[src/rtl/prdgen_pkg.sv]
package prdgen_pkg;

  typedef enum logic [1:0] {
    PRD_OK        = 2'd0,
    PRD_ERR_FULL  = 2'd1,
    PRD_ERR_EMPTY = 2'd2,
    PRD_ERR_ALIGN = 2'd3
  } prd_err_e;

  typedef struct packed {
    logic [31:0] base;
    logic [31:0] ctrl;
  } prd_entry_t;

  localparam logic [31:0] HALF_CTRL   = 32'h0000_8000;
  localparam logic [31:0] HALF_OFFSET = 32'h0000_8000;
  localparam logic [16:0] WINDOW      = 17'h1_0000;

endpackage

[src/rtl/prdgen_chunker.sv]
// Combinational piece sizing and control-word encoding for one step.
module prdgen_chunker #(
  parameter int LEN_W = 20
) (
  input  logic [15:0]      addr_lo,
  input  logic [LEN_W-1:0] remain,
  input  logic             split_en,
  input  logic             wide_cnt,
  output logic [16:0]      chunk,
  output logic [31:0]      ctrl,
  output logic             split,
  output logic             last_piece
);
  import prdgen_pkg::*;

  logic [16:0] room;
  logic [14:0] dwords_m1;

  always_comb begin
    room = WINDOW - {1'b0, addr_lo};
    if (remain < LEN_W'(room)) chunk = remain[16:0];
    else                       chunk = room;
    last_piece = (remain == LEN_W'(chunk));
    split      = split_en & ~wide_cnt & chunk[16];
    dwords_m1  = chunk[16:2] - 15'd1;
    if (wide_cnt) ctrl = {1'b0, dwords_m1, 16'h0000};
    else          ctrl = {16'h0000, chunk[15:0]};
  end

endmodule

[src/rtl/prdgen_stage.sv]
// One-entry hold-back (so the final entry can be marked) feeding a
// two-word serializer on the output stream.
module prdgen_stage (
  input  logic                   clk,
  input  logic                   rst_n,
  input  logic                   push_valid,
  input  prdgen_pkg::prd_entry_t push_entry,
  output logic                   push_ready,
  input  logic                   seal_valid,
  output logic                   seal_ready,
  input  logic                   discard,
  output logic                   idle,
  output logic                   wr_valid,
  input  logic                   wr_ready,
  output logic [31:0]            wr_data,
  output logic                   wr_last
);
  import prdgen_pkg::*;

  logic       hold_v;
  prd_entry_t hold_q;
  logic       ser_v;
  logic       ser_hi;
  logic       ser_last;
  prd_entry_t ser_q;

  assign push_ready = ~hold_v | ~ser_v;
  assign seal_ready = ~ser_v;
  assign idle       = ~hold_v & ~ser_v;
  assign wr_valid   = ser_v;
  assign wr_data    = ser_hi ? (ser_q.ctrl | {ser_last, 31'd0}) : ser_q.base;
  assign wr_last    = ser_v & ser_hi & ser_last;

  always_ff @(posedge clk) begin
    if (!rst_n) begin
      hold_v   <= 1'b0;
      hold_q   <= '0;
      ser_v    <= 1'b0;
      ser_hi   <= 1'b0;
      ser_last <= 1'b0;
      ser_q    <= '0;
    end else begin
      if (ser_v && wr_ready) begin
        if (ser_hi) begin
          ser_v  <= 1'b0;
          ser_hi <= 1'b0;
        end else begin
          ser_hi <= 1'b1;
        end
      end
      if (discard) begin
        hold_v <= 1'b0;
      end else if (push_valid && push_ready) begin
        if (hold_v) begin
          ser_v    <= 1'b1;
          ser_hi   <= 1'b0;
          ser_last <= 1'b0;
          ser_q    <= hold_q;
        end
        hold_v <= 1'b1;
        hold_q <= push_entry;
      end else if (seal_valid && seal_ready && hold_v) begin
        ser_v    <= 1'b1;
        ser_hi   <= 1'b0;
        ser_last <= 1'b1;
        ser_q    <= hold_q;
        hold_v   <= 1'b0;
      end
    end
  end

endmodule

[src/rtl/prdgen_seq.sv]
// Segment intake, piece walk, slot accounting and table completion.
module prdgen_seq #(
  parameter int MAX_ENTRIES = 256,
  parameter int LEN_W       = 20,
  parameter int CNT_W       = $clog2(MAX_ENTRIES + 1)
) (
  input  logic                   clk,
  input  logic                   rst_n,
  input  logic                   cfg_split_64k,
  input  logic                   cfg_wide_count,
  input  logic                   seg_valid,
  output logic                   seg_ready,
  input  logic [31:0]            seg_addr,
  input  logic [LEN_W-1:0]       seg_len,
  output logic                   push_valid,
  output prdgen_pkg::prd_entry_t push_entry,
  input  logic                   push_ready,
  output logic                   seal_valid,
  input  logic                   seal_ready,
  output logic                   discard,
  input  logic                   stage_idle,
  output logic                   done,
  output logic [1:0]             err_code,
  output logic [CNT_W-1:0]       entry_count
);
  import prdgen_pkg::*;

  typedef enum logic [2:0] {
    SQ_TAKE, SQ_CHOP, SQ_HALF, SQ_SEAL, SQ_WAIT, SQ_DRAIN, SQ_FIN
  } sq_state_e;

  sq_state_e        state_q;
  logic [31:0]      cur_addr_q;
  logic [LEN_W-1:0] remain_q;
  logic [CNT_W-1:0] cnt_q;
  prd_err_e         err_q;
  logic [31:0]      half_base_q;
  logic             half_to_take_q;

  logic [16:0]      chunk;
  logic [31:0]      ctrl;
  logic             split;
  logic             last_piece;
  logic [CNT_W:0]   need_w;
  logic             over;
  logic             misalign;
  logic             seg_end;

  prdgen_chunker #(.LEN_W(LEN_W)) u_chunk (
    .addr_lo    (cur_addr_q[15:0]),
    .remain     (remain_q),
    .split_en   (cfg_split_64k),
    .wide_cnt   (cfg_wide_count),
    .chunk      (chunk),
    .ctrl       (ctrl),
    .split      (split),
    .last_piece (last_piece)
  );

  always_comb begin
    need_w   = split ? (CNT_W+1)'(2) : (CNT_W+1)'(1);
    over     = ({1'b0, cnt_q} + need_w) > (CNT_W+1)'(MAX_ENTRIES);
    misalign = cfg_wide_count ? ((seg_addr[1:0] | seg_len[1:0]) != 2'b00)
                              : (seg_addr[0] | seg_len[0]);
    seg_end  = (seg_len == '0);
  end

  always_comb begin
    seg_ready  = (state_q == SQ_TAKE) || (state_q == SQ_DRAIN);
    push_valid = 1'b0;
    push_entry = '0;
    seal_valid = 1'b0;
    discard    = 1'b0;
    case (state_q)
      SQ_TAKE: discard = seg_valid & ~seg_end & misalign;
      SQ_CHOP: begin
        if (over) begin
          discard = 1'b1;
        end else begin
          push_valid      = 1'b1;
          push_entry.base = cur_addr_q;
          push_entry.ctrl = split ? HALF_CTRL : ctrl;
        end
      end
      SQ_HALF: begin
        push_valid      = 1'b1;
        push_entry.base = half_base_q;
        push_entry.ctrl = HALF_CTRL;
      end
      SQ_SEAL: seal_valid = 1'b1;
      default: ;
    endcase
  end

  assign done        = (state_q == SQ_FIN);
  assign err_code    = err_q;
  assign entry_count = cnt_q;

  always_ff @(posedge clk) begin
    if (!rst_n) begin
      state_q        <= SQ_TAKE;
      cur_addr_q     <= '0;
      remain_q       <= '0;
      cnt_q          <= '0;
      err_q          <= PRD_OK;
      half_base_q    <= '0;
      half_to_take_q <= 1'b0;
    end else begin
      case (state_q)
        SQ_TAKE: if (seg_valid) begin
          if (seg_end) begin
            if (cnt_q == '0) begin
              err_q   <= PRD_ERR_EMPTY;
              state_q <= SQ_FIN;
            end else begin
              state_q <= SQ_SEAL;
            end
          end else if (misalign) begin
            err_q   <= PRD_ERR_ALIGN;
            state_q <= SQ_DRAIN;
          end else begin
            cur_addr_q <= seg_addr;
            remain_q   <= seg_len;
            state_q    <= SQ_CHOP;
          end
        end
        SQ_CHOP: begin
          if (over) begin
            err_q   <= PRD_ERR_FULL;
            state_q <= SQ_DRAIN;
          end else if (push_ready) begin
            cnt_q      <= cnt_q + CNT_W'(need_w);
            cur_addr_q <= cur_addr_q + {15'd0, chunk};
            remain_q   <= remain_q - LEN_W'(chunk);
            if (split) begin
              half_base_q    <= cur_addr_q + HALF_OFFSET;
              half_to_take_q <= last_piece;
              state_q        <= SQ_HALF;
            end else if (last_piece) begin
              state_q <= SQ_TAKE;
            end
          end
        end
        SQ_HALF: if (push_ready) state_q <= half_to_take_q ? SQ_TAKE : SQ_CHOP;
        SQ_SEAL: if (seal_ready) state_q <= SQ_WAIT;
        SQ_WAIT: if (stage_idle) state_q <= SQ_FIN;
        SQ_DRAIN: if (seg_valid && seg_end) state_q <= SQ_WAIT;
        SQ_FIN: begin
          cnt_q   <= '0;
          err_q   <= PRD_OK;
          state_q <= SQ_TAKE;
        end
        default: state_q <= SQ_TAKE;
      endcase
    end
  end

endmodule

[src/rtl/prdgen_top.sv]
module prdgen_top #(
  parameter  int MAX_ENTRIES = 256,
  parameter  int LEN_W       = 20,
  localparam int CNT_W       = $clog2(MAX_ENTRIES + 1)
) (
  input  logic             clk,
  input  logic             rst_n,
  input  logic             cfg_split_64k,
  input  logic             cfg_wide_count,
  input  logic             seg_valid,
  output logic             seg_ready,
  input  logic [31:0]      seg_addr,
  input  logic [LEN_W-1:0] seg_len,
  output logic             wr_valid,
  input  logic             wr_ready,
  output logic [31:0]      wr_data,
  output logic             wr_last,
  output logic             done,
  output logic [1:0]       err_code,
  output logic [CNT_W-1:0] entry_count
);
  import prdgen_pkg::*;

  logic       push_valid;
  prd_entry_t push_entry;
  logic       push_ready;
  logic       seal_valid;
  logic       seal_ready;
  logic       discard;
  logic       stage_idle;

  prdgen_seq #(
    .MAX_ENTRIES (MAX_ENTRIES),
    .LEN_W       (LEN_W),
    .CNT_W       (CNT_W)
  ) u_seq (
    .clk            (clk),
    .rst_n          (rst_n),
    .cfg_split_64k  (cfg_split_64k),
    .cfg_wide_count (cfg_wide_count),
    .seg_valid      (seg_valid),
    .seg_ready      (seg_ready),
    .seg_addr       (seg_addr),
    .seg_len        (seg_len),
    .push_valid     (push_valid),
    .push_entry     (push_entry),
    .push_ready     (push_ready),
    .seal_valid     (seal_valid),
    .seal_ready     (seal_ready),
    .discard        (discard),
    .stage_idle     (stage_idle),
    .done           (done),
    .err_code       (err_code),
    .entry_count    (entry_count)
  );

  prdgen_stage u_stage (
    .clk        (clk),
    .rst_n      (rst_n),
    .push_valid (push_valid),
    .push_entry (push_entry),
    .push_ready (push_ready),
    .seal_valid (seal_valid),
    .seal_ready (seal_ready),
    .discard    (discard),
    .idle       (stage_idle),
    .wr_valid   (wr_valid),
    .wr_ready   (wr_ready),
    .wr_data    (wr_data),
    .wr_last    (wr_last)
  );

endmodule

[config.mk]
export PLATFORM = sky130hd
export DESIGN_NAME = prdgen_top
export DESIGN_NICKNAME = d
export VERILOG_FILES = /design/src/rtl/prdgen_pkg.sv /design/src/rtl/prdgen_chunker.sv /design/src/rtl/prdgen_stage.sv /design/src/rtl/prdgen_seq.sv /design/src/rtl/prdgen_top.sv
export SDC_FILE = /design/constraint.sdc
export NUM_CORES = 1
export LEC_CHECK = 0
export ABC_AREA = 1
export BUFFER_PORTS_ARGS = -buffer_cell sky130_fd_sc_hd__buf_2
export CORE_UTILIZATION = 55
export CTS_CLUSTER_DIAMETER = 80
export DETAILED_ROUTE_END_ITERATION = 6
export PLACE_DENSITY = 0.77
export SYNTH_ARGS = -nofsm -noshare
export SYNTH_HDL_FRONTEND = slang
export SYNTH_SLANG_ARGS = --single-unit
[constraint.sdc]
create_clock -name clk -period 5.05 [get_ports clk]
set_input_delay 0.2525 -clock clk [delete_from_list [all_inputs] [get_ports clk]]
set_output_delay 0.2525 -clock clk [all_outputs]
set_load 0.03 [all_outputs]
# Yosys cells after proc, flatten, opt, wreduce, memory -nomap -nowiden

Index checks and enable logic that the tools add are counted.

Magnitude comparators: 2
Add/sub/neg operators: 7
Eq/ne operators: 22
Reductions and logical operators: 22
Bitwise operators: 18
Muxes and demuxes: 68

Operator list:

| cell                   | count |
|---|---|
| $mux 64                | 4 |
| $mux 32                | 6 |
| $pmux 64 s2            | 1 |
| $mux 20                | 5 |
| $pmux 32 s2            | 1 |
| $mux 31                | 2 |
| $pmux 20 s2            | 1 |
| $mux 3                 | 12 |
| $add 32x16->32 const B | 1 |
| $add 32x17->32         | 1 |
| $or 32x32->32          | 1 |
| $mux 1                 | 22 |
| $eq 20x17->1           | 1 |
| $logic_not 20->1       | 1 |
| $lt 20x17->1           | 1 |
| $sub 20x17->20         | 1 |
| $mux 9                 | 2 |
| $pmux 3 s6             | 1 |
| $pmux 9 s2             | 1 |
| $mux 17                | 1 |
| $sub 17x16->17 const A | 1 |
| $sub 15x1->15 const B  | 1 |
| $ne 2x2->1 const B     | 7 |
| $mux 2                 | 6 |
| 29 further kinds       | 58 |

Input port bits: 58
Flip-flop bits (word level): 231
Word-level logic and storage cells: 154
Output and inout bits: 47

# Logic depth before layout (Yosys ltp)

Depth after elaboration: 12
Mapped depth: 38
Mapped depth without buffers: 36

# Hierarchy

From an unflattened synthesis, not the netlist that was laid out.

Cells, all modules: 2662
Area total of the unflattened synthesis: 16289.4 um^2

Modules (own cells, without submodules):

| module         | instances | seq. area each (um^2) | cells each | area each (um^2) |
|---|---|---|---|---|
| prdgen_seq     | 1         | 1981.9                | 1380       | 8145.3 |
| prdgen_stage   | 1         | 2642.5                | 895        | 6093.3 |
| prdgen_chunker | 1         | 0.0                   | 387        | 2050.7 |

# Worst setup path before layout

Ideal clock, no wire load.

Kind: register -> register
Start point: register u_seq.cur_addr_q[1]
End point: register u_seq.cur_addr_q[27]
Arrival time: 5.193 ns
Stages on the path, launching flop included: 37
Period minus slack after synthesis: 5.309 ns
Buffers on the path: 2
Setup time: 0.116 ns
Data required time: 4.934 ns
Slack: -0.259 ns
Path through: dfxtp_1 -> inv_1 -> nand3_1 -> nor3_2 -> nand2_1 -> nor2_1 -> nand2_1 -> nor2_1 -> xor2_1 -> ha_1 -> a21o_1 -> nor2_1 -> nand2_1 -> nand2_1 -> nand3_2 -> buf_2 -> clkbuf_1 -> o21ai_0 -> inv_1 -> ha_1 -> nand3_1 -> nand2_1 -> a21oi_1 -> o21ai_0 -> nand2_1 -> nand2_1 -> a21oi_1 -> o21ai_0 -> a21boi_0 -> nor2_1 -> nand2_1 -> inv_1 -> nand3_1 -> nand3_1 -> nand2_1 -> nor2_1 -> nor2_1

Cells in the longest elaborated chain, start to end: 9
Elaborated cells on any way between the ends: 13
Those cells by class: add/sub: 3; order compare: 2; eq/ne: 1; mux: 5; bitwise: 1; reduce/logical: 1

Ends and longest elaborated chain:

| element                    | line                 | source |
|---|---|---|
| start: declaration         | prdgen_seq.sv:33     | `logic [31:0] cur_addr_q;` |
| start signal: assignment   | prdgen_seq.sv:122    | `cur_addr_q <= seg_addr;` |
| start signal: assignment   | prdgen_seq.sv:133    | `cur_addr_q <= cur_addr_q + {15'd0, chunk};` |
| $sub 17x16->17             | prdgen_chunker.sv:20 | `room = WINDOW - {1'b0, addr_lo};` |
| $lt 20x17->1               | prdgen_chunker.sv:21 | `if (remain < LEN_W'(room)) chunk = remain[16:0];` |
| $mux 17                    | prdgen_chunker.sv:21 |  |
| $and 1x1->1                | prdgen_chunker.sv:24 | `split = split_en & ~wide_cnt & chunk[16];` |
| $mux 2                     | prdgen_seq.sv:61     | `need_w = split ? (CNT_W+1)'(2) : (CNT_W+1)'(1);` |
| $add 9x10->10              | prdgen_seq.sv:62     | `over = ({1'b0, cnt_q} + need_w) > (CNT_W+1)'(MAX_ENTRIES);` |
| $gt 10x9->1                | prdgen_seq.sv:62     |  |
| $ne 2x2->1 (no line)       | n/a                  |  |
| $reduce_and 6->1 (no line) | n/a                  |  |

Several ways; a longest one is shown, not always the timed one. The select of a mux whose other input is x is not followed.
A chain may end at the register's enable or synchronous reset.

# Worst setup path after layout

Start point: register u_seq.cur_addr_q[10]
End point: register u_stage.ser_q[12] (netlist bit)

Cells in the longest elaborated chain, start to end: 12
Elaborated cells on any way between the ends: 17
Those cells by class: add/sub: 2; order compare: 2; eq/ne: 1; mux: 7; bitwise: 2; reduce/logical: 3

Ends and longest elaborated chain:

| element                                                          | line                 | source |
|---|---|---|
| $sub 17x16->17 *                                                 | prdgen_chunker.sv:20 |  |
| $lt 20x17->1                                                     | prdgen_chunker.sv:21 |  |
| $mux 17 *                                                        | prdgen_chunker.sv:21 |  |
| $and 1x1->1 *                                                    | prdgen_chunker.sv:24 |  |
| $mux 2 *                                                         | prdgen_seq.sv:61     |  |
| $add 9x10->10 *                                                  | prdgen_seq.sv:62     |  |
| $gt 10x9->1 *                                                    | prdgen_seq.sv:62     |  |
| $mux 1                                                           | prdgen_seq.sv:77     | `if (over) begin` |
| $pmux 1 s2                                                       | prdgen_seq.sv:74     | `case (state_q)` |
| $logic_and 1x1->1                                                | prdgen_stage.sv:53   | `end else if (push_valid && push_ready) begin` |
| $ne 2x1->1 (no line) / $reduce_bool 2->1 (equally long branches) | n/a                  |  |
| $reduce_and 3->1 (no line)                                       | n/a                  |  |
| end signal: assignment                                           | prdgen_stage.sv:58   | `ser_q <= hold_q;` |
| end signal: assignment                                           | prdgen_stage.sv:66   | `ser_q <= hold_q;` |
| end: declaration                                                 | prdgen_stage.sv:25   | `prd_entry_t ser_q;` |

Mark *: on every way between the ends. The rest lies on a longest branch, timed or not.

==> run_results.csv <==
group,metric,value,unit
timing,drv_slew,0,
setup_path,setup.worst_path.start,"u_seq.cur_addr_q[10]",
cts,cts_root_buf,"clkbuf_16",
timing,tightestPinTransition,1.222,ns
setup_path,reg2reg_to,"u_stage.ser_q[12]",
setup_path,required,5.50,ns
floorplan,dieWidth,162.0,um
power,p_total,13640,uW
cts,clockBufferDepth,3,
floorplan,ios,105,
floorplan,core_area,25180,um2
final_layout,diodes,0,
setup_path,reg2regPathDepth,32,
global_route,grtUsageMet1,45.11,%
run,timing.max_cap.violations,0,
global_route,grt_max_degree,106,
timing,slew_headroom,18.45,%
logic_synthesis,synth_warnings,0,
cts,cts.htree.levels,1,
logic_synthesis,netlist-cell-type-count,46,
setup_path,worst_setup_path_start_kind,"flip-flop",
logic_synthesis,synthesis.nets,2258,
cts,clk_pin_slew_worst_paths,0.06,ns
drt,wl_per_cell,16.03,um
global_route,use_met2,45.45,%
min_path,holdCritPathClass,"in2reg",
placed_design,portBuffers,104,
setup_path,cp_data_arrival_time,5.35,ns
placed_design,routabilityCongestion,1.005,
drt,dr.pass1.iters,6,
power,vdd_drop_max,543.2,uV
drt,ant_nets,0,
drt,drt_iter0_drc,1494,
timing,fmax,0.2045,GHz
global_route,overflow,0,
logic_synthesis,syn_inst,2144,
setup_path,worstSetupEndpointType,"flip-flop",
logic_synthesis,netlist_area,14080,um2
final_layout,syn2layout_area_growth,19.12,%
logic_synthesis,synth_seq_cells,229,
final_layout,nets,2402,
cts,clkLatencyLatePin,0.54,ns
final_layout,drive_gt1_share,17.88,%
logic_synthesis,synth-async-reset-ratio,0,%
drt,drc_errors,0,
power,p_leak,0.008357,uW
global_route,busiest_layer,"met2",
drt,vias,14570,
timing,hold_viol_final,0,
timing,final-setup-viol-count,0,
setup_path,slowest_stage,"dfxtp_1",
timing,rsz0062_at_grt,"true",
global_route,grt_pass1_wl,65.23,mm
global_route,first_global_vias,12860,
setup_path,crit_end,"u_stage.ser_q[12]",
floorplan,std_cell_rows,58,
placed_design,hpwl,29.06,mm
cts,numClockSinks,229,
drt,vias_per_cell,5.533,
cts,cts_buffers,25,
timing,fin_crit,4.891,ns
timing,finClkSkew,0.02243,ns
logic_synthesis,postSynthAreaPerCell,6.569,um2
setup_path,cpPeakStageDelay,0.39,ns
floorplan,die_area,26250,um2
cts,cts_tree,"yes",
power,p_per_area,813.0,nW/um2
global_route,grt_usage,30.56,%
logic_synthesis,synth-seq-area-share,32.55,%
timing,final.period_utilization,96.85,%
final_layout,fillers,2229,
global_route,use_met3,4.903,%
placed_design,dpl.cell_count,2565,
drt,drt_wl_total,42.21,mm
setup_path,r2r_start,"u_seq.cur_addr_q[10]",
setup_path,ff2ff_setup_slack,0.16,ns
setup_path,worst-setup-path-type,"reg2reg",
global_route,antenna_found_initial,0,
logic_synthesis,synth-main-ff-cell,"dfxtp_1",
floorplan,die_y,162.0,um
floorplan,start_util,55.93,%
setup_path,cp_common_cell,"nand2_1",
setup_path,cp_max_fo,12,
final_layout,instances_no_fill,2634,
status,outcome,"completed",
logic_synthesis,synth_edf_count,0,
-- final cells by class --
cell class	count	area, um2	area share (%)
multi-input combinational	1569	8446	50.34
sequential	229	4587	27.34
timing repair buffer	228	1643	9.793
inverter	235	887.1	5.288
clock buffer	35	723.2	4.311
tap	330	412.9	2.461
clock inverter	8	77.57	0.4624
-- timing repair --
item | 4_1_cts | 5_1_grt
cloned | 0 | 8
hold buffers | 4 | 0
hold endpoints to repair | 4 | 0
buffers inserted | 1 | 13
pin swaps | 1 | 17
gates resized for setup | 6 | 102
setup endpoints to repair | 12 | 227
-- worst min-delay path by stage --
| stage | from | endpoint | slack, ns | cells past startpoint |
|---|---|---|---|---|
| after floorplan | seg_addr[20] | u_seq.cur_addr_q[20] | 0.40 | 2 |
| after global placement | u_seq.half_base_q[29] | u_seq.half_base_q[29] | 0.45 | 2 |
| after detailed placement | u_seq.half_base_q[29] | u_seq.half_base_q[29] | 0.45 | 2 |
| after CTS | seg_addr[28] | u_seq.cur_addr_q[28] | 0.001 | 3 |
| after global routing | seg_len[18] | u_seq.remain_q[18] | 0.02 | 3 |
| final | seg_addr[13] | u_seq.cur_addr_q[13] | 0.004 | 3 |
-- kinds of logic after synthesis --
family / count (synthesis) / share of synthesized area, %
AOI/OAI and AO/OA: 461 / 17.24
xor gates and xnor gates: 59 / 3.669
adders and majority gates: 56 / 5.082
buffers and inverters: 350 / 10.35
DFF: 229 / 32.55
muxes: 6 / 0.4265
and+or+nand+nor: 983 / 30.68
-- layer usage --
metal	up-vias	part of all wire (%)
li1	7261	-
met1	6594	45
met2	621	43
met3	97	8.9
met4	0	2.7
met5	-	0
-- worst max-delay path, delay by kind of cell, from the launching register on --
family	cells	cell delay, ns
fa+ha+maj	2	0.47
xor+xnor	2	0.31
buf+inv	5	0.63
compound gates	1	0.23
simple gates	22	2.77
flops	1	0.39
-- power by group --
group	total [uW]	internal [uW]	switching, uW
clock network	1810	1050	762
registers	2870	2370	494
logic	8960	3490	5470
total	13600	6910	6730
-- cells in the mapped netlist (21+ instances only) --
master / n / area, um2
nor2_1: 327 / 1227
nor3_1: 21 / 105.1
o21ai_1: 25 / 125.1
nand3_2: 55 / 550.5
clkbuf_1: 52 / 195.2
inv_1: 226 / 848.3
o22ai_1: 26 / 162.7
o21ai_0: 181 / 905.9
dfxtp_1: 229 / 4584
ha_1: 54 / 675.7
xor2_1: 54 / 473.0
buf_2: 40 / 200.2
a21oi_1: 196 / 980.9
nand4_1: 28 / 175.2
nand2_1: 449 / 1685
nand3_1: 76 / 380.4
-- sequential cells by signal, summed over array words and instances (netlist names) --
signal                flops
u_seq.half_base_q        32
u_stage.ser_q            63
u_seq.remain_q           20
u_seq.half_to_take_q      1
u_seq.state_q             3
u_stage.wr_valid          1
u_seq.entry_count         9
u_stage.hold_v            1
u_seq.err_code            2
u_stage.ser_hi            1
u_seq.cur_addr_q         32
u_stage.hold_q           63
u_stage.ser_last          1
-- placed cells by master, fill, tap and decap left out, types with 11 or more instances in the layout --
cell	synthesis	routed
nor3_1	21	17
a21oi_1	196	191
o22ai_1	26	26
o21ai_2	1	11
buf_2	40	103
nand3_2	55	59
clkbuf_16	0	28
nand4_1	28	28
inv_1	226	218
o21ai_0	181	152
dfxtp_1	229	227
xor2_1	54	54
inv_2	6	13
nand2_1	449	445
nand3_1	76	72
nor2_2	6	14
nor2_1	327	319
o21ai_1	25	43
buf_4	1	105
ha_1	54	45
-- per-stage QoR --
stage / setup slack (ns) / area, um2 / TNS (ns) / utilization (%) / hold slack (ns)
after global routing: -0.1431 / 16780 / -7.098 / 66.62 / 0.02189
after floorplan: 0.06220 / 14090 / 0 / - / 0.3973
after detailed placement: -0.08536 / 15300 / -0.3039 / 60.78 / 0.4520
after CTS: 0.04161 / 16170 / 0 / 64.20 / 0.001247
final: 0.1590 / 16780 / 0 / 66.62 / 0.004329
after global placement: 0.07750 / 15300 / 0 / 60.78 / 0.4494
Note: power is estimated with default switching activity, not from simulation.
